**src/rtl/wdg_pkg.sv**
```systemverilog
package wdg_pkg;
  localparam int unsigned CODE_W = 5;
  localparam int unsigned TMO_W  = 4;

  typedef enum logic [1:0] {ST_IDLE, ST_RUN, ST_PULSE} wd_state_e;

  typedef struct packed {
    logic [TMO_W-1:0]  tmo;
    logic              revert;
    logic              src_sw;
    logic              prog_en;
    logic [CODE_W-1:0] sw_code;
    logic              alarm;
  } cfg_t;
endpackage

```
**src/rtl/wdg_cycle_cnt.sv**
```systemverilog
module wdg_cycle_cnt #(
  parameter int unsigned LIMIT = 2
) (
  input  logic clk_i,
  input  logic rst_ni,
  input  logic clr_i,
  input  logic en_i,
  output logic last_o
);
  localparam int unsigned CW = (LIMIT > 1) ? $clog2(LIMIT) : 1;
  localparam logic [CW-1:0] LAST = CW'(LIMIT - 1);

  logic [CW-1:0] cnt_q;

  assign last_o = (cnt_q == LAST);

  always_ff @(posedge clk_i or negedge rst_ni) begin
    if (!rst_ni)      cnt_q <= '0;
    else if (clr_i)   cnt_q <= '0;
    else if (en_i)    cnt_q <= last_o ? '0 : cnt_q + CW'(1);
  end
endmodule

```
**src/rtl/wdg_cfg_regs.sv**
```systemverilog
module wdg_cfg_regs
  import wdg_pkg::*;
(
  input  logic              clk_i,
  input  logic              rst_ni,
  input  logic              tmo_we_i,
  input  logic [TMO_W-1:0]  tmo_wdata_i,
  input  logic              revert_we_i,
  input  logic              revert_wdata_i,
  input  logic              code_we_i,
  input  logic [CODE_W-1:0] code_wdata_i,
  input  logic              src_we_i,
  input  logic              src_wdata_i,
  input  logic              prog_we_i,
  input  logic              prog_wdata_i,
  input  logic              expire_i,
  output cfg_t              cfg_o
);
  cfg_t cfg_q;

  assign cfg_o = cfg_q;

  always_ff @(posedge clk_i or negedge rst_ni) begin
    if (!rst_ni) begin
      cfg_q <= '0;
    end else begin
      if (tmo_we_i) begin
        cfg_q.tmo <= tmo_wdata_i;
        if (tmo_wdata_i == '0) cfg_q.alarm <= 1'b0;
      end
      if (revert_we_i) cfg_q.revert  <= revert_wdata_i;
      if (code_we_i)   cfg_q.sw_code <= code_wdata_i;
      if (src_we_i)    cfg_q.src_sw  <= src_wdata_i;
      if (prog_we_i)   cfg_q.prog_en <= prog_wdata_i;
      // expiry overrides same-cycle software writes of the source fields
      if (expire_i) begin
        cfg_q.alarm   <= 1'b1;
        cfg_q.src_sw  <= cfg_q.revert;
        cfg_q.prog_en <= 1'b0;
      end
    end
  end
endmodule

```
**src/rtl/wdg_timer.sv**
```systemverilog
module wdg_timer
  import wdg_pkg::*;
#(
  parameter int unsigned CLKS_PER_SEC = 100_000_000,
  parameter int unsigned PULSE_CLKS   = 600_000
) (
  input  logic             clk_i,
  input  logic             rst_ni,
  input  logic             req_i,
  input  logic             cancel_i,
  input  logic [TMO_W-1:0] tmo_i,
  output logic             expire_o,
  output logic             pull_o
);
  wd_state_e        state_q;
  logic [TMO_W-1:0] sec_q;
  logic             arm, sec_last, pulse_last, in_run, in_pulse, final_sec;

  assign in_run    = (state_q == ST_RUN);
  assign in_pulse  = (state_q == ST_PULSE);
  assign arm       = req_i && (tmo_i != '0) && !in_pulse && !cancel_i;
  assign final_sec = (sec_q == TMO_W'(1));
  assign expire_o  = in_run && sec_last && final_sec && !cancel_i && !arm;
  assign pull_o    = in_pulse;

  wdg_cycle_cnt #(.LIMIT(CLKS_PER_SEC)) u_sec_cnt (
    .clk_i  (clk_i),
    .rst_ni (rst_ni),
    .clr_i  (!in_run || arm),
    .en_i   (in_run),
    .last_o (sec_last)
  );

  wdg_cycle_cnt #(.LIMIT(PULSE_CLKS)) u_pulse_cnt (
    .clk_i  (clk_i),
    .rst_ni (rst_ni),
    .clr_i  (!in_pulse),
    .en_i   (in_pulse),
    .last_o (pulse_last)
  );

  always_ff @(posedge clk_i or negedge rst_ni) begin
    if (!rst_ni) begin
      state_q <= ST_IDLE;
      sec_q   <= '0;
    end else if (cancel_i && in_run) begin
      state_q <= ST_IDLE;
    end else if (arm) begin
      state_q <= ST_RUN;
      sec_q   <= tmo_i;
    end else if (in_run && sec_last) begin
      if (final_sec) state_q <= ST_PULSE;
      else           sec_q   <= sec_q - TMO_W'(1);
    end else if (in_pulse && pulse_last) begin
      state_q <= ST_IDLE;
    end
  end
endmodule

```
**src/rtl/wdt_freq_guard.sv**
```systemverilog
module wdt_freq_guard
  import wdg_pkg::*;
#(
  parameter int unsigned CLKS_PER_SEC = 100_000_000,
  parameter int unsigned PULSE_CLKS   = 600_000
) (
  input  logic              clk_i,
  input  logic              rst_ni,
  input  logic [CODE_W-1:0] strap_code_i,
  input  logic              tmo_we_i,
  input  logic [TMO_W-1:0]  tmo_wdata_i,
  input  logic              revert_we_i,
  input  logic              revert_wdata_i,
  input  logic              code_we_i,
  input  logic [CODE_W-1:0] code_wdata_i,
  input  logic              src_we_i,
  input  logic              src_wdata_i,
  input  logic              prog_we_i,
  input  logic              prog_wdata_i,
  output logic [CODE_W-1:0] freq_code_o,
  output logic              src_sw_o,
  output logic              prog_en_o,
  output logic [TMO_W-1:0]  tmo_o,
  output logic              revert_o,
  output logic              alarm_o,
  output logic              sys_rst_pull_o
);
  cfg_t cfg;
  logic req, cancel, expire;

  assign req    = code_we_i || (prog_we_i && prog_wdata_i);
  assign cancel = tmo_we_i && (tmo_wdata_i == '0);

  wdg_cfg_regs u_regs (
    .clk_i          (clk_i),
    .rst_ni         (rst_ni),
    .tmo_we_i       (tmo_we_i),
    .tmo_wdata_i    (tmo_wdata_i),
    .revert_we_i    (revert_we_i),
    .revert_wdata_i (revert_wdata_i),
    .code_we_i      (code_we_i),
    .code_wdata_i   (code_wdata_i),
    .src_we_i       (src_we_i),
    .src_wdata_i    (src_wdata_i),
    .prog_we_i      (prog_we_i),
    .prog_wdata_i   (prog_wdata_i),
    .expire_i       (expire),
    .cfg_o          (cfg)
  );

  wdg_timer #(
    .CLKS_PER_SEC (CLKS_PER_SEC),
    .PULSE_CLKS   (PULSE_CLKS)
  ) u_timer (
    .clk_i    (clk_i),
    .rst_ni   (rst_ni),
    .req_i    (req),
    .cancel_i (cancel),
    .tmo_i    (cfg.tmo),
    .expire_o (expire),
    .pull_o   (sys_rst_pull_o)
  );

  assign freq_code_o = cfg.src_sw ? cfg.sw_code : strap_code_i;
  assign src_sw_o    = cfg.src_sw;
  assign prog_en_o   = cfg.prog_en;
  assign tmo_o       = cfg.tmo;
  assign revert_o    = cfg.revert;
  assign alarm_o     = cfg.alarm;
endmodule

```
**config.mk**
```make
export PLATFORM = sky130hd
export DESIGN_NAME = wdt_freq_guard
export DESIGN_NICKNAME = d
export VERILOG_FILES = /design/src/rtl/wdg_pkg.sv /design/src/rtl/wdg_cycle_cnt.sv /design/src/rtl/wdg_cfg_regs.sv /design/src/rtl/wdg_timer.sv /design/src/rtl/wdt_freq_guard.sv
export SDC_FILE = /design/constraint.sdc
export NUM_CORES = 1
export LEC_CHECK = 0
export ABC_AREA = 1
export BUFFER_PORTS_ARGS = -buffer_cell sky130_fd_sc_hd__buf_2
export CORE_MARGIN = 1
export CORE_UTILIZATION = 50
export DETAILED_ROUTE_END_ITERATION = 12
export PLACE_DENSITY = 0.82
export SLEW_MARGIN = 20
export SYNTH_ARGS = -nofsm -noshare
export SYNTH_HDL_FRONTEND = slang
export SYNTH_HIERARCHICAL = 1
export SYNTH_SLANG_ARGS = --single-unit
```
**constraint.sdc**
```tcl
create_clock -name clk_i -period 1.8 [get_ports clk_i]
set_clock_uncertainty 0.05 [all_clocks]
set_input_delay 0.27 -clock clk_i [delete_from_list [all_inputs] [get_ports clk_i]]
set_output_delay 0.27 -clock clk_i [all_outputs]
set_load 0.05 [all_outputs]
```
# Word-level counts from Yosys, hierarchy flattened
# Cells that the tools add are included.
[totals]
register_bits = 66
in_bits = 24
elab_cells = 70
[op_classes]
addsub = 3
eq_ne = 7
mux = 20
bitwise_logic = 1
reduce_logical = 29
[op_table]
columns = ["operator", "n"]
rows = [
  ["$mux 27", 3],
  ["$mux 20", 2],
  ["$add 27x1->27 const B", 1],
  ["$eq 27x27->1 const B", 1],
  ["$add 20x1->20 const B", 1],
  ["$eq 20x20->1 const B", 1],
  ["$mux 2", 6],
  ["$mux 4", 3],
  ["$reduce_bool 2->1", 6],
  ["$logic_and 1x1->1", 11],
  ["$reduce_bool 4->1", 2],
  ["$mux 1", 5],
  ["$mux 5", 1],
  ["$eq 4x1->1 const B", 1],
  ["$logic_not 1->1", 4],
  ["$logic_not 4->1", 1],
  ["$ne 4x1->1 const B", 1],
  ["$reduce_and 2->1", 2],
  ["$sub 4x1->4 const B", 1],
  ["$reduce_and 3->1", 1],
  ["$eq 2x1->1 const B", 1],
  ["$eq 2x2->1 const B", 1],
  ["$logic_or 1x1->1", 2],
  ["$ne 2x1->1 const B", 1],
  ["$not 1->1", 1],
]

# Longest topological paths before layout
# Gate-level depths: netlist of the first run.
[logic_depth]
depth_word = 9
ltp_mapped = 14
depth_no_buf = 13

# Hierarchy
# The synthesis of the first run kept the hierarchy.
[by_module_without_submodules]
columns = ["mod", "n_inst", "cells_each", "area_per_inst_um2", "seq_area_each_um2"]
rows = [
  ["wdg_cycle_cnt (u_timer.u_sec_cnt)", 1, 253, 1706.6, 675.6],
  ["wdg_cycle_cnt (u_timer.u_pulse_cnt)", 1, 197, 1395.1, 500.5],
  ["wdg_cfg_regs", 1, 45, 510.5, 325.3],
  ["wdg_timer", 1, 73, 486.7, 150.1],
  ["wdt_freq_guard", 1, 23, 107.6, 0.0],
]

# Least setup slack after synthesis of the first run
# No wires, ideal clock.
[synth_timing]
path_type = "flip-flop to flip-flop"
from = "reg u_timer.state_q[0]"
to = "reg u_timer.u_sec_cnt.cnt_q[18]"
setup_ns = 0.120
arrival_ns = 2.140
required_time_ns = 1.630
setup_slack_ns = -0.510
stages_incl_launch_ff = 12
path_buffers = 1
path_cell_list = "dfrtp_1 > nor2_2 > nor2_4 > nand3_4 > nand2_1 > nor2_1 > buf_2 > nor2_1 > nand2_1 > nor3_1 > o21ai_0 > nor2_1"
[synth_via]
elab_chain_len = 6
word_cells_on_any_way = 9
classes_between = "2 x eq/ne; 1 x mux; 6 x reduce/logical"
[synth_lines]
columns = ["item", "line", "rtl"]
rows = [
  ["from (decl)", "wdg_timer.sv:15", "wd_state_e state_q;"],
  ["from (signal assigned)", "wdg_timer.sv:44", "state_q <= ST_IDLE;"],
  ["from (signal assigned)", "wdg_timer.sv:47", "state_q <= ST_IDLE;"],
  ["from (signal assigned)", "wdg_timer.sv:49", "state_q <= ST_RUN;"],
  ["$eq 2x2->1 *", "wdg_timer.sv:20", "assign in_pulse = (state_q == ST_PULSE);"],
  ["named net sys_rst_pull_o", "wdt_freq_guard.sv:26", "output logic sys_rst_pull_o"],
  ["$logic_not 1->1 *", "wdg_timer.sv:21", "assign arm = req_i && (tmo_i != '0) && !in_pulse && !cancel_i;"],
  ["$logic_and 1x1->1 * (2 in a row)", "wdg_timer.sv:21", ""],
  ["$logic_or 1x1->1 *", "wdg_timer.sv:29", ".clr_i (!in_run || arm),"],
  ["$mux 27 / $reduce_bool 2->1 (equally long branches)", "--", ""],
  ["to (signal assigned)", "wdg_cycle_cnt.sv:20", "else if (en_i) cnt_q <= last_o ? '0 : cnt_q + CW'(1);"],
  ["to (decl)", "wdg_cycle_cnt.sv:13", "logic [CW-1:0] cnt_q;"],
]
# Mark *: on every way through the listed nets, which the timed path passes. The rest lies on a longest branch.
# A chain may end at the register's enable or synchronous reset.

# Final worst setup path of the first run
[layout_timing]
from = "reg u_timer.u_sec_cnt.cnt_q[1]"
to = "reg u_regs.cfg_q (netlist bit u_regs/cfg_o[7])"
[layout_via]
elab_chain_len = 6
word_cells_on_any_way = 7
classes_between = "1 x eq/ne; 1 x mux; 5 x reduce/logical"
[layout_lines]
columns = ["item", "line", "rtl"]
rows = [
  ["$eq 27x27->1 *", "wdg_cycle_cnt.sv:15", "assign last_o = (cnt_q == LAST);"],
  ["named net u_timer.sec_last", "wdg_timer.sv:17", "logic arm, sec_last, pulse_last, in_run, in_pulse, final_sec;"],
  ["$logic_and 1x1->1 * (4 in a row)", "wdg_timer.sv:23", "assign expire_o = in_run && sec_last && final_sec && !cancel_i && !arm;"],
  ["named net expire", "wdt_freq_guard.sv:29", "logic req, cancel, expire;"],
  ["$mux 2 / $reduce_bool 2->1 (equally long branches)", "--", ""],
  ["to (decl)", "wdg_cfg_regs.sv:19", "cfg_t cfg_q;"],
]
# Marked as above.

==> results of run 1 <==
[worst max path at each step]
stage                                       end  slack (ns)  depth (start not counted)
detailed placement              u_regs/cfg_o[7]       -0.25                         11
global placement                u_regs/cfg_o[7]       -0.19                         11
CTS                             u_regs/cfg_o[7]       -0.18                         11
floorplan           u_timer/u_sec_cnt/cnt_q[10]       -0.13                         11
global route                   u_timer/sec_q[3]       -0.36                         12
finish                          u_regs/cfg_o[7]       -0.27                         11
[metal layers]
metal	share of wire, %	wire length, um
met2	52	5820
met4	1.8	202
met3	5.4	606
met5	0	0
met1	41	4630
[power by group through the flow]
stage	clock network (uW)	registers (uW)	logic (uW)
after floorplan	0	1720	354
after global placement	0	1650	639
after detailed placement	0	1660	663
after CTS	1300	1630	692
after global routing	1390	1650	810
final	1280	1640	743
[per-stage QoR]
| step | std cells | util [%] |
|---|---|---|
| floorplan | 591 | - |
| global placement | 805 | 63.4 |
| detailed placement | 805 | 63.4 |
| CTS | 831 | 67.4 |
| global route | 839 | 70.0 |
| finish | 839 | 70.0 |
[critical path, cell delays in order, from the launching register on]
cell and delay [ns]:
dfrtp_1 0.37, ha_2 0.20, nand2_2 0.08, nor2_4 0.10, nand4_1 0.12, nor4b_2 0.28
nand3_1 0.19, nor3_2 0.19, and2_4 0.18, inv_4 0.05, o21ai_2 0.05, o21ai_1 0.08
[placed cells by master, fill, tap and decap left out, types with 3 or more instances in the layout]
cell and instances:
xnor2_1 6, inv_2 7, inv_1 67, o21ai_2 7, nor2_4 17, nand2_2 14
dfrtp_1 61, buf_6 5, mux2_1 3, nor3_1 5, buf_4 85, buf_2 37
nand3_1 36, mux2_2 3, nand2_4 9, nor2_1 85, nor2_2 21, nand4_1 19
o21ai_0 5, clkbuf_8 10, nand2_1 154, xor2_1 11, ha_1 3, dfrtp_2 5
buf_12 4, nand3_2 11, a21oi_1 10, o21ai_1 7
[cell families (layout without fill, tap and decap cells)]
logic type	after synthesis	in the layout	synth area share, %
simple gates	380	380	41.7
xor+xnor	17	17	3.54
mux	6	6	1.61
flops	66	66	39.3
compound gates	34	34	4.43
fa+ha+maj	4	4	1.19
buf+inv	84	227	8.30
[repair_timing]
item,in CTS,in global routing
resized for setup,21,37
hold buffers,1,0
hold endpoints to repair,66,0
setup buffers,9,11
endpoints found under the setup margin,17,36
pin swaps,7,23
[final cells by class]
cell class                      count  area [um2]  share of cell area, %
Tap cell                          105         131                   2.30
Sequential cell                    66        1660                   29.0
Timing Repair Buffer              132         970                   17.0
Clock inverter                      4        51.3                  0.897
Clock buffer                       12         145                   2.54
Multi-Input combinational cell    441        2430                   42.6
Inverter                           79         329                   5.75
[state kept, by name, summed over array words and instances, names as in the netlist]
signal	cells
u_regs/cfg_o	13
u_timer/state_q	2
u_timer/sec_q	4
u_timer/u_pulse_cnt/cnt_q	20
u_timer/u_sec_cnt/cnt_q	27
==> reports/results.txt, run 1 <==
Mapped Cells = 591
Die Ht = 93.7 um
Final Power = 3650 uW
Area contributors post-synth = dfrtp_1 39%, nand2_1 15%, nor2_1 8.7%
row cnt = 33
Layout area overhead = 36.0%
outcome = complete, but fails checks
reg2reg end = u_regs/cfg_o[7]
CP Class = reg2reg
flop2flop setup slack = -0.27 ns
Total Routing Usage GR = 26.7%
RSZ-0062 raised after global routing = true
DR WL/cell = 13.4 um
Crit. End Element = flip-flop
core area = 8180 um2
hold worst-path end = u_regs/cfg_o[4]
number of remaining DRC errors = 0
largest net degree at the start of global routing = 67
# fillers = 594
Async S/R FF share, synth = 100%
length in cells of the worst reg-to-reg path = 11
Post-synth top cells = 165 x nand2_1, 97 x nor2_1, 73 x inv_1, 66 x dfrtp_1, 43 x nand3_1
met2 usage = 46.7%
static leakage = 0.00270 uW
synthesized area = 4210 um2
Peak VDD IR = 542 uV
Int Pwr = 2540 uW
PortBufs = 37
DR iter-0 viols = 237
Die X = 93.7 um
Post-synth EDFFs = 0
Comb pwr share = 20.3%
vias in the first global route = 4,358
setup violators final = 10
final worst path period share = 115%
IO Count = 38
Max-Cap Viols = 0
Synth area leader = dfrtp_1
HP Start = code_wdata_i[3]
CTS tree = yes
most common cell in the synthesized netlist = nand2_1
CTS H-Tree Depth = 3
Sink Count = 66
failing checks = negative setup slack
HP Class = in2reg
root buffer cell = clkbuf_8
Yosys cell types = 36
Setup crit start kind = flip-flop
slew margin rel. = 76.1%
# diodes = 0
routability cong. = 0.930
top cell type's share of synthesized area = 39.3%
Synth Flop Type = dfrtp_1
reg2reg start = u_timer/u_sec_cnt/cnt_q[1]
Final Instance Area = 5720 um2
origin of the worst setup path = u_timer/u_sec_cnt/cnt_q[1]
register area share after synthesis = 39.3%
worst hold slack = 0.0958 ns
total grt overflow = 0
Critical Path AT = 2.25 ns
vias = 4,389
syn_area_per_cell = 7.12 um2
Power per Cell Area = 639 nW/um2
Worst Tran Pin Value = 0.359 ns
Reg clk slew, reported paths = 0.08 ns
first-pass GRT wire length = 18.5 mm
#FFs+latches synth = 66
CTS Buf Count = 9
Via density = 5.23
number of nets in the layout = 757
Hold Vio Cnt, Final = 0
Routed Antenna Nets = 0
placed instance area = 5180 um2
met3 usage = 4.53%
CP Max Fanout = 3
worst setup margin = -0.271 ns
hold depth = 2
busiest layer in global routing = met2
DR pass1 iterations = 5
Reg power frac = 44.8%
Slew Viols, Final = 0
setup TNS = -1.91 ns
Detail Placement HPWL = 7.97 mm
initial antenna violation count = 0
worst path required time = 1.98 ns
GR Util met1 = 32.2%
fin crit period = 2.07 ns
initial core utilization = 51.5%
YS warnings = 6
Clock Latency Late Sink = 0.35 ns
die area = 8780 um2
WL final = 11.3 mm
Clk pwr share = 34.9%
switching part of the total = 30.5%
worst slack, placed = -0.254 ns
Net Sw Power = 1120 uW
layout cells sized above 1 = 34.5%
Syn Nets = 619
Fmax achieved = 0.483 GHz
clk buf depth = 2
Note: power is estimated with default switching activity, not from simulation.
==> run 2, diff against run 1 <==
- ABC_AREA: 1 -> default
- GPL_ROUTABILITY_DRIVEN: default -> 0
==> reports/results.txt, run 2 <==
routed wl met3 = 1.49 mm
CTS tree = yes
Sink Count = 66
number of nets in the layout = 595
total grt overflow = 0
Final Instance Area = 5850 um2
Power per Cell Area = 622 nW/um2
setup violators final = 61
CP Class = reg2reg
Detail Placement HPWL = 7.42 mm
Die Ht = 88.8 um
number of remaining DRC errors = 0
highest metal layer with signal wires = met5
# diodes = 0
outcome = complete, but fails checks
Routed Antenna Nets = 0
DR pass1 iterations = 8
CP Max Fanout = 4
syn_area_per_cell = 9.37 um2
HP Class = in2reg
Most flops, register = u_timer/u_sec_cnt/cnt_q
Layout area overhead = 55.2%
DR iter-0 viols = 594
met2 wire len = 7.85 mm
clk buf depth = 2
Async S/R FF share, synth = 100%
PortBufs = 37
Slew Viols, Final = 0
core area = 7250 um2
Final Power = 3640 uW
initial core utilization = 51.9%
worst setup margin = -0.719 ns
most common cell in the synthesized netlist = dfrtp_1
DR WL/cell = 24.1 um
#FFs+latches synth = 66
Synth area leader = dfrtp_1
Worst Tran Pin Value = 0.528 ns
Synth Flop Type = dfrtp_1
vias = 4,460
vias in the first global route = 4,251
worst path required time = 1.98 ns
synthesized area = 3770 um2
Reg clk slew, reported paths = 0.10 ns
failing checks = negative setup slack
Setup crit start kind = flip-flop
CTS Buf Count = 9
setup TNS = -17.65 ns
root buffer cell = clkbuf_8
slew margin rel. = 64.4%
Critical Path AT = 2.70 ns
Post-Layout Cell Count = 671
CTS H-Tree Depth = 3
top cell type's share of synthesized area = 43.8%
Total Routing Usage GR = 35.8%
Via density = 6.65
first-pass GRT wire length = 20.9 mm
die area = 7890 um2
most frequent cells in the layout = 109 x buf_4, 61 x dfrtp_1, 36 x buf_2, 34 x nand2_1
Hold Vio Cnt, Final = 0
Area contributors post-synth = dfrtp_1 44%, mux2_2 4.8%, xnor2_1 4.6%
DP Cell Count = 636
Clock Latency Late Sink = 0.37 ns
initial antenna violation count = 1
M1 WL = 5.40 mm
WL final = 16.1 mm
Post-synth top cells = 66 x dfrtp_1, 45 x nor2_1, 38 x nand2_1, 21 x nand3_1, 21 x nand4_1
final worst path period share = 140%
IO Count = 38
Mapped Cells = 402
Yosys cell types = 57
Fmax achieved = 0.397 GHz
placed instance area = 4970 um2
RSZ-0062 raised after global routing = true
Max-Cap Viols = 0
YS warnings = 6
commonest non-fill, non-tap cell in the layout = buf_4
Peak VDD IR = 609 uV
Syn Nets = 430
register area share after synthesis = 43.8%
largest net degree at the start of global routing = 67
max FFs per register = 27
Post-synth EDFFs = 0
layout cells sized above 1 = 52.8%
static leakage = 0.00241 uW
Crit. End Element = flip-flop
row cnt = 31
fin crit period = 2.52 ns
Die X = 88.8 um
run 2: cell count changes in the layout (fill, tap and decap cells not counted), sizes merged, moves of 8 or more:
cell | previous run | this run
xnor2 | 6 | 20
o21ai | 19 | 9
or4 | 0 | 9
nor3 | 7 | 15
nand3 | 49 | 21
nor4 | 1 | 15
nand2 | 177 | 38
inv | 78 | 18
buf | 131 | 169
mux2 | 6 | 16
nor2 | 123 | 45
run 2: final timing paths:
path | start | end | slack, ns | cells after the start
worst max-delay path | u_timer/u_sec_cnt/cnt_q[19] | u_regs/cfg_o[0] | -0.72 | 8
worst min-delay path | code_wdata_i[2] | u_regs/cfg_o[3] | 0.09 | 2
worst max register to register | u_timer/u_sec_cnt/cnt_q[19] | u_regs/cfg_o[0] | -0.72 | 8
worst min register to register | u_regs/cfg_o[3] | u_regs/cfg_o[3] | 0.48 | 1
max in group asynchronous | rst_ni | u_timer/u_pulse_cnt/cnt_q[11] | 0.98 | 3
min in group asynchronous | rst_ni | u_timer/u_sec_cnt/cnt_q[12] | 0.42 | 3
run 2: logic make-up after synthesis:
kind of cell	synth area share, %
compound gates	11.4
xor+xnor	6.04
fa+ha+maj	1.33
buf+inv	3.52
flops	43.8
mux	5.31
simple gates	28.6
run 2: worst max-delay path, stage by stage, from the launching register on:
cell,delay [ns]
dfrtp_1,0.41
or4_4,0.56
nor4_4,0.18
nand3_2,0.14
inv_2,0.08
and4bb_2,0.31
and3_4,0.23
nor2_1,0.06
a31oi_1,0.36
run 2: timing repair:
item | CTS | global route
pin swaps | 27 | 23
gates resized for setup | 67 | 56
setup endpoints to repair | 50 | 59
hold buffers | 1 | 0
setup buffers | 10 | 9
endpoints found under the hold margin | 66 | 0
run 2: cell type report:
class | instances | area (um2)
well taps | 99 | 124
clock inverters | 6 | 70.1
multi-input cells | 304 | 2470
inverters | 16 | 62.6
clock buffers | 10 | 138
fillers | 371 | 1410
repair buffers | 170 | 1320
flip-flops and latches | 66 | 1660
run 2: routing by layer:
metal / vias up / track usage [%]
met5: - / 0
met4: 2 / 20.4
met3: 137 / 7.65
met2: 386 / 63.7
met1: 2132 / 39.7
li1: 1803 / -
run 2: metrics by stage:
step | worst slack (ns) | hold slack [ns] | util, %
6_report | -0.719 | 0.0910 | 80.6
3_3_place_gp | -0.351 | 0.262 | 68.6
2_1_floorplan | -0.518 | -0.0756 | -
3_5_place_dp | -0.414 | 0.259 | 68.6
4_1_cts | -0.396 | 0.0805 | 76.1
5_1_grt | -0.747 | 0.0834 | 80.6
run 2: power by group:
part	total (uW)	internal [uW]	switching, uW	leakage, uW
Combinational	628	251	377	0.00143
Sequential	1600	1540	60.2	0.000873
Clock	1410	694	721	0.000108
==> run 3, diff against run 2 <==
- BUFFER_PORTS_ARGS: -buffer_cell sky130_fd_sc_hd__buf_2 -> default
- DONT_BUFFER_PORTS: default -> 1
- PLACE_DENSITY: 0.82 -> 0.78
==> reports/results.txt, run 3 (synthesis gave the netlist of run 2 again) <==
CP delay by family, top = simple AND/OR/NAND/NOR gates
Max-Cap Viols = 0
Die X = 88.8 um
Power per Cell Area = 599 nW/um2
Comb pwr share = 15.7%
commonest non-fill, non-tap cell in the layout = buf_4
Layout area overhead = 53.0%
fin crit period = 2.26 ns
slew margin rel. = 65.0%
Crit. End Element = flip-flop
setup violators final = 44
Hold Vio Cnt, Final = 66
# diodes = 0
length in cells of the worst reg-to-reg path = 8
CP Class = reg2reg
Die Ht = 88.8 um
core area = 7250 um2
Setup crit start kind = flip-flop
CP Buf/Inv Count = 1
IO Count = 38
Net Sw Power = 1030 uW
Peak VDD IR = 611 uV
static leakage = 0.00234 uW
Critical Path AT = 2.49 ns
WL final = 14.2 mm
Slowest Stage Delay on Critical Path = 0.54 ns
DR pass1 iterations = 5
Reg clk slew, reported paths = 0.09 ns
CTS H-Tree Depth = 3
root buffer cell = clkbuf_8
DR WL/cell = 22.2 um
total grt overflow = 0
die area = 7890 um2
initial antenna violation count = 0
final worst path period share = 126%
Clk pwr share = 37.7%
largest net degree at the start of global routing = 67
DR iter-0 viols = 449
number of remaining DRC errors = 0
layout cells sized above 1 = 48.6%
max FFs per register = 27
worst path cell trace = or4_4 > nor4_4 > nand3_2 > inv_2 > and4bb_2 > and3_4 > nand2_1 > o21ai_1
initial core utilization = 51.9%
Worst Tran Pin Value = 0.525 ns
worst hold slack = -0.456 ns
number of nets in the layout = 564
Crit. path cell count = 8
HP Class = in2async
CTS tree = yes
most frequent cells in the layout = 105 x buf_4, 61 x dfrtp_1, 36 x nor2_1, 32 x nand2_1, 21 x nand4_1
Clock Latency Late Sink = 0.36 ns
first-pass GRT wire length = 20.2 mm
failing checks = negative hold slack, negative setup slack
vias = 4,166
Total Routing Usage GR = 34.3%
Reg power frac = 46.6%
CTS Buf Count = 9
Routed Antenna Nets = 0
vias in the first global route = 4,055
Detail Placement HPWL = 7.14 mm
CP Max Fanout = 5
Critical-path top delay cell = or4_4
worst slack, placed = -0.489 ns
Fmax achieved = 0.442 GHz
Int Pwr = 2420 uW
Via density = 6.51
PortBufs = 0
row cnt = 31
worst path required time = 2.03 ns
outcome = complete, but fails checks
RSZ-0062 raised after global routing = true
worst setup margin = -0.461 ns
switching part of the total = 29.8%
Most flops, register = u_timer/u_sec_cnt/cnt_q
Sink Count = 66
clk buf depth = 2
Slew Viols, Final = 0
run 3: cell types whose count changed in the layout (fill, tap and decap cells not counted), sizes merged:
| cell | previous run | this run |
|---|---|---|
| clkbuf | 10 | 11 |
| dlygate4sd3 | 1 | 6 |
| inv | 18 | 13 |
| buf | 169 | 131 |
| clkinvlp | 0 | 6 |
run 3: area by class of cell:
cell class                      instances  area (um2)
Clock inverter                          7        70.1
Tap cell                               99         124
Fill cell                             395        1490
Sequential cell                        66        1660
Inverter                               16        80.1
Multi-Input combinational cell        304        2440
Timing Repair Buffer                  139        1260
Clock buffer                            9         124
run 3: worst reg2reg max path, cell delays in order, from the launching register on:
cell	delay, ns
dfrtp_1	0.38
or4_4	0.54
nor4_4	0.19
nand3_2	0.17
inv_2	0.10
and4bb_2	0.31
and3_4	0.24
nand2_1	0.10
o21ai_1	0.12
run 3: path summary, 6_finish.rpt:
check	start	end	slack (ns)
setup / recovery	u_timer/u_sec_cnt/cnt_q[19]	u_regs/cfg_o[7]	-0.46
hold / removal	rst_ni	u_timer/u_sec_cnt/cnt_q[5]	-0.46
setup reg to reg	u_timer/u_sec_cnt/cnt_q[19]	u_regs/cfg_o[7]	-0.46
hold reg to reg	u_regs/cfg_o[5]	u_regs/cfg_o[5]	0.51
max in group asynchronous	rst_ni	u_timer/u_pulse_cnt/cnt_q[9]	2.01
min in group clk_i	tmo_wdata_i[3]	u_regs/cfg_o[12]	0.01
run 3: power groups by stage:
stage,sequential [uW],combinational [uW],clock (uW)
3_3_place_gp,1620,367,0
6_report,1610,543,1300
3_5_place_dp,1630,380,0
4_1_cts,1600,485,1280
5_1_grt,1610,562,1360
2_1_floorplan,1670,230,0
run 3: what timing repair did:
| action | CTS | global route |
|---|---|---|
| hold buffers | 1 | 5 |
| buffers inserted | 15 | 16 |
| endpoints found under the hold margin | 67 | 69 |
| cloned | 2 | 2 |
| pin swaps | 33 | 39 |
| setup endpoints to repair | 45 | 53 |
| resized for setup | 54 | 66 |
run 3: routing by layer:
metal	track usage, %	up-vias	part of all wire (%)
met5	0	-	0
met1	39.2	2091	36
li1	-	1744	-
met4	15.2	0	5.0
met2	61.0	253	52
met3	7.84	78	6.7
run 3: stage by stage:
| stage | util [%] | TNS [ns] | total power (uW) | cell area, um2 | instances |
|---|---|---|---|---|---|
| after floorplan | - | -14.99 | 1900 | 3900 | 402 |
| after global placement | 65.3 | -9.97 | 1990 | 4740 | 589 |
| after detailed placement | 65.3 | -11.96 | 2010 | 4740 | 589 |
| after CTS | 72.8 | -9.58 | 3360 | 5280 | 622 |
| after global routing | 79.5 | -14.67 | 3530 | 5760 | 640 |
| final | 79.5 | -12.33 | 3450 | 5760 | 640 |
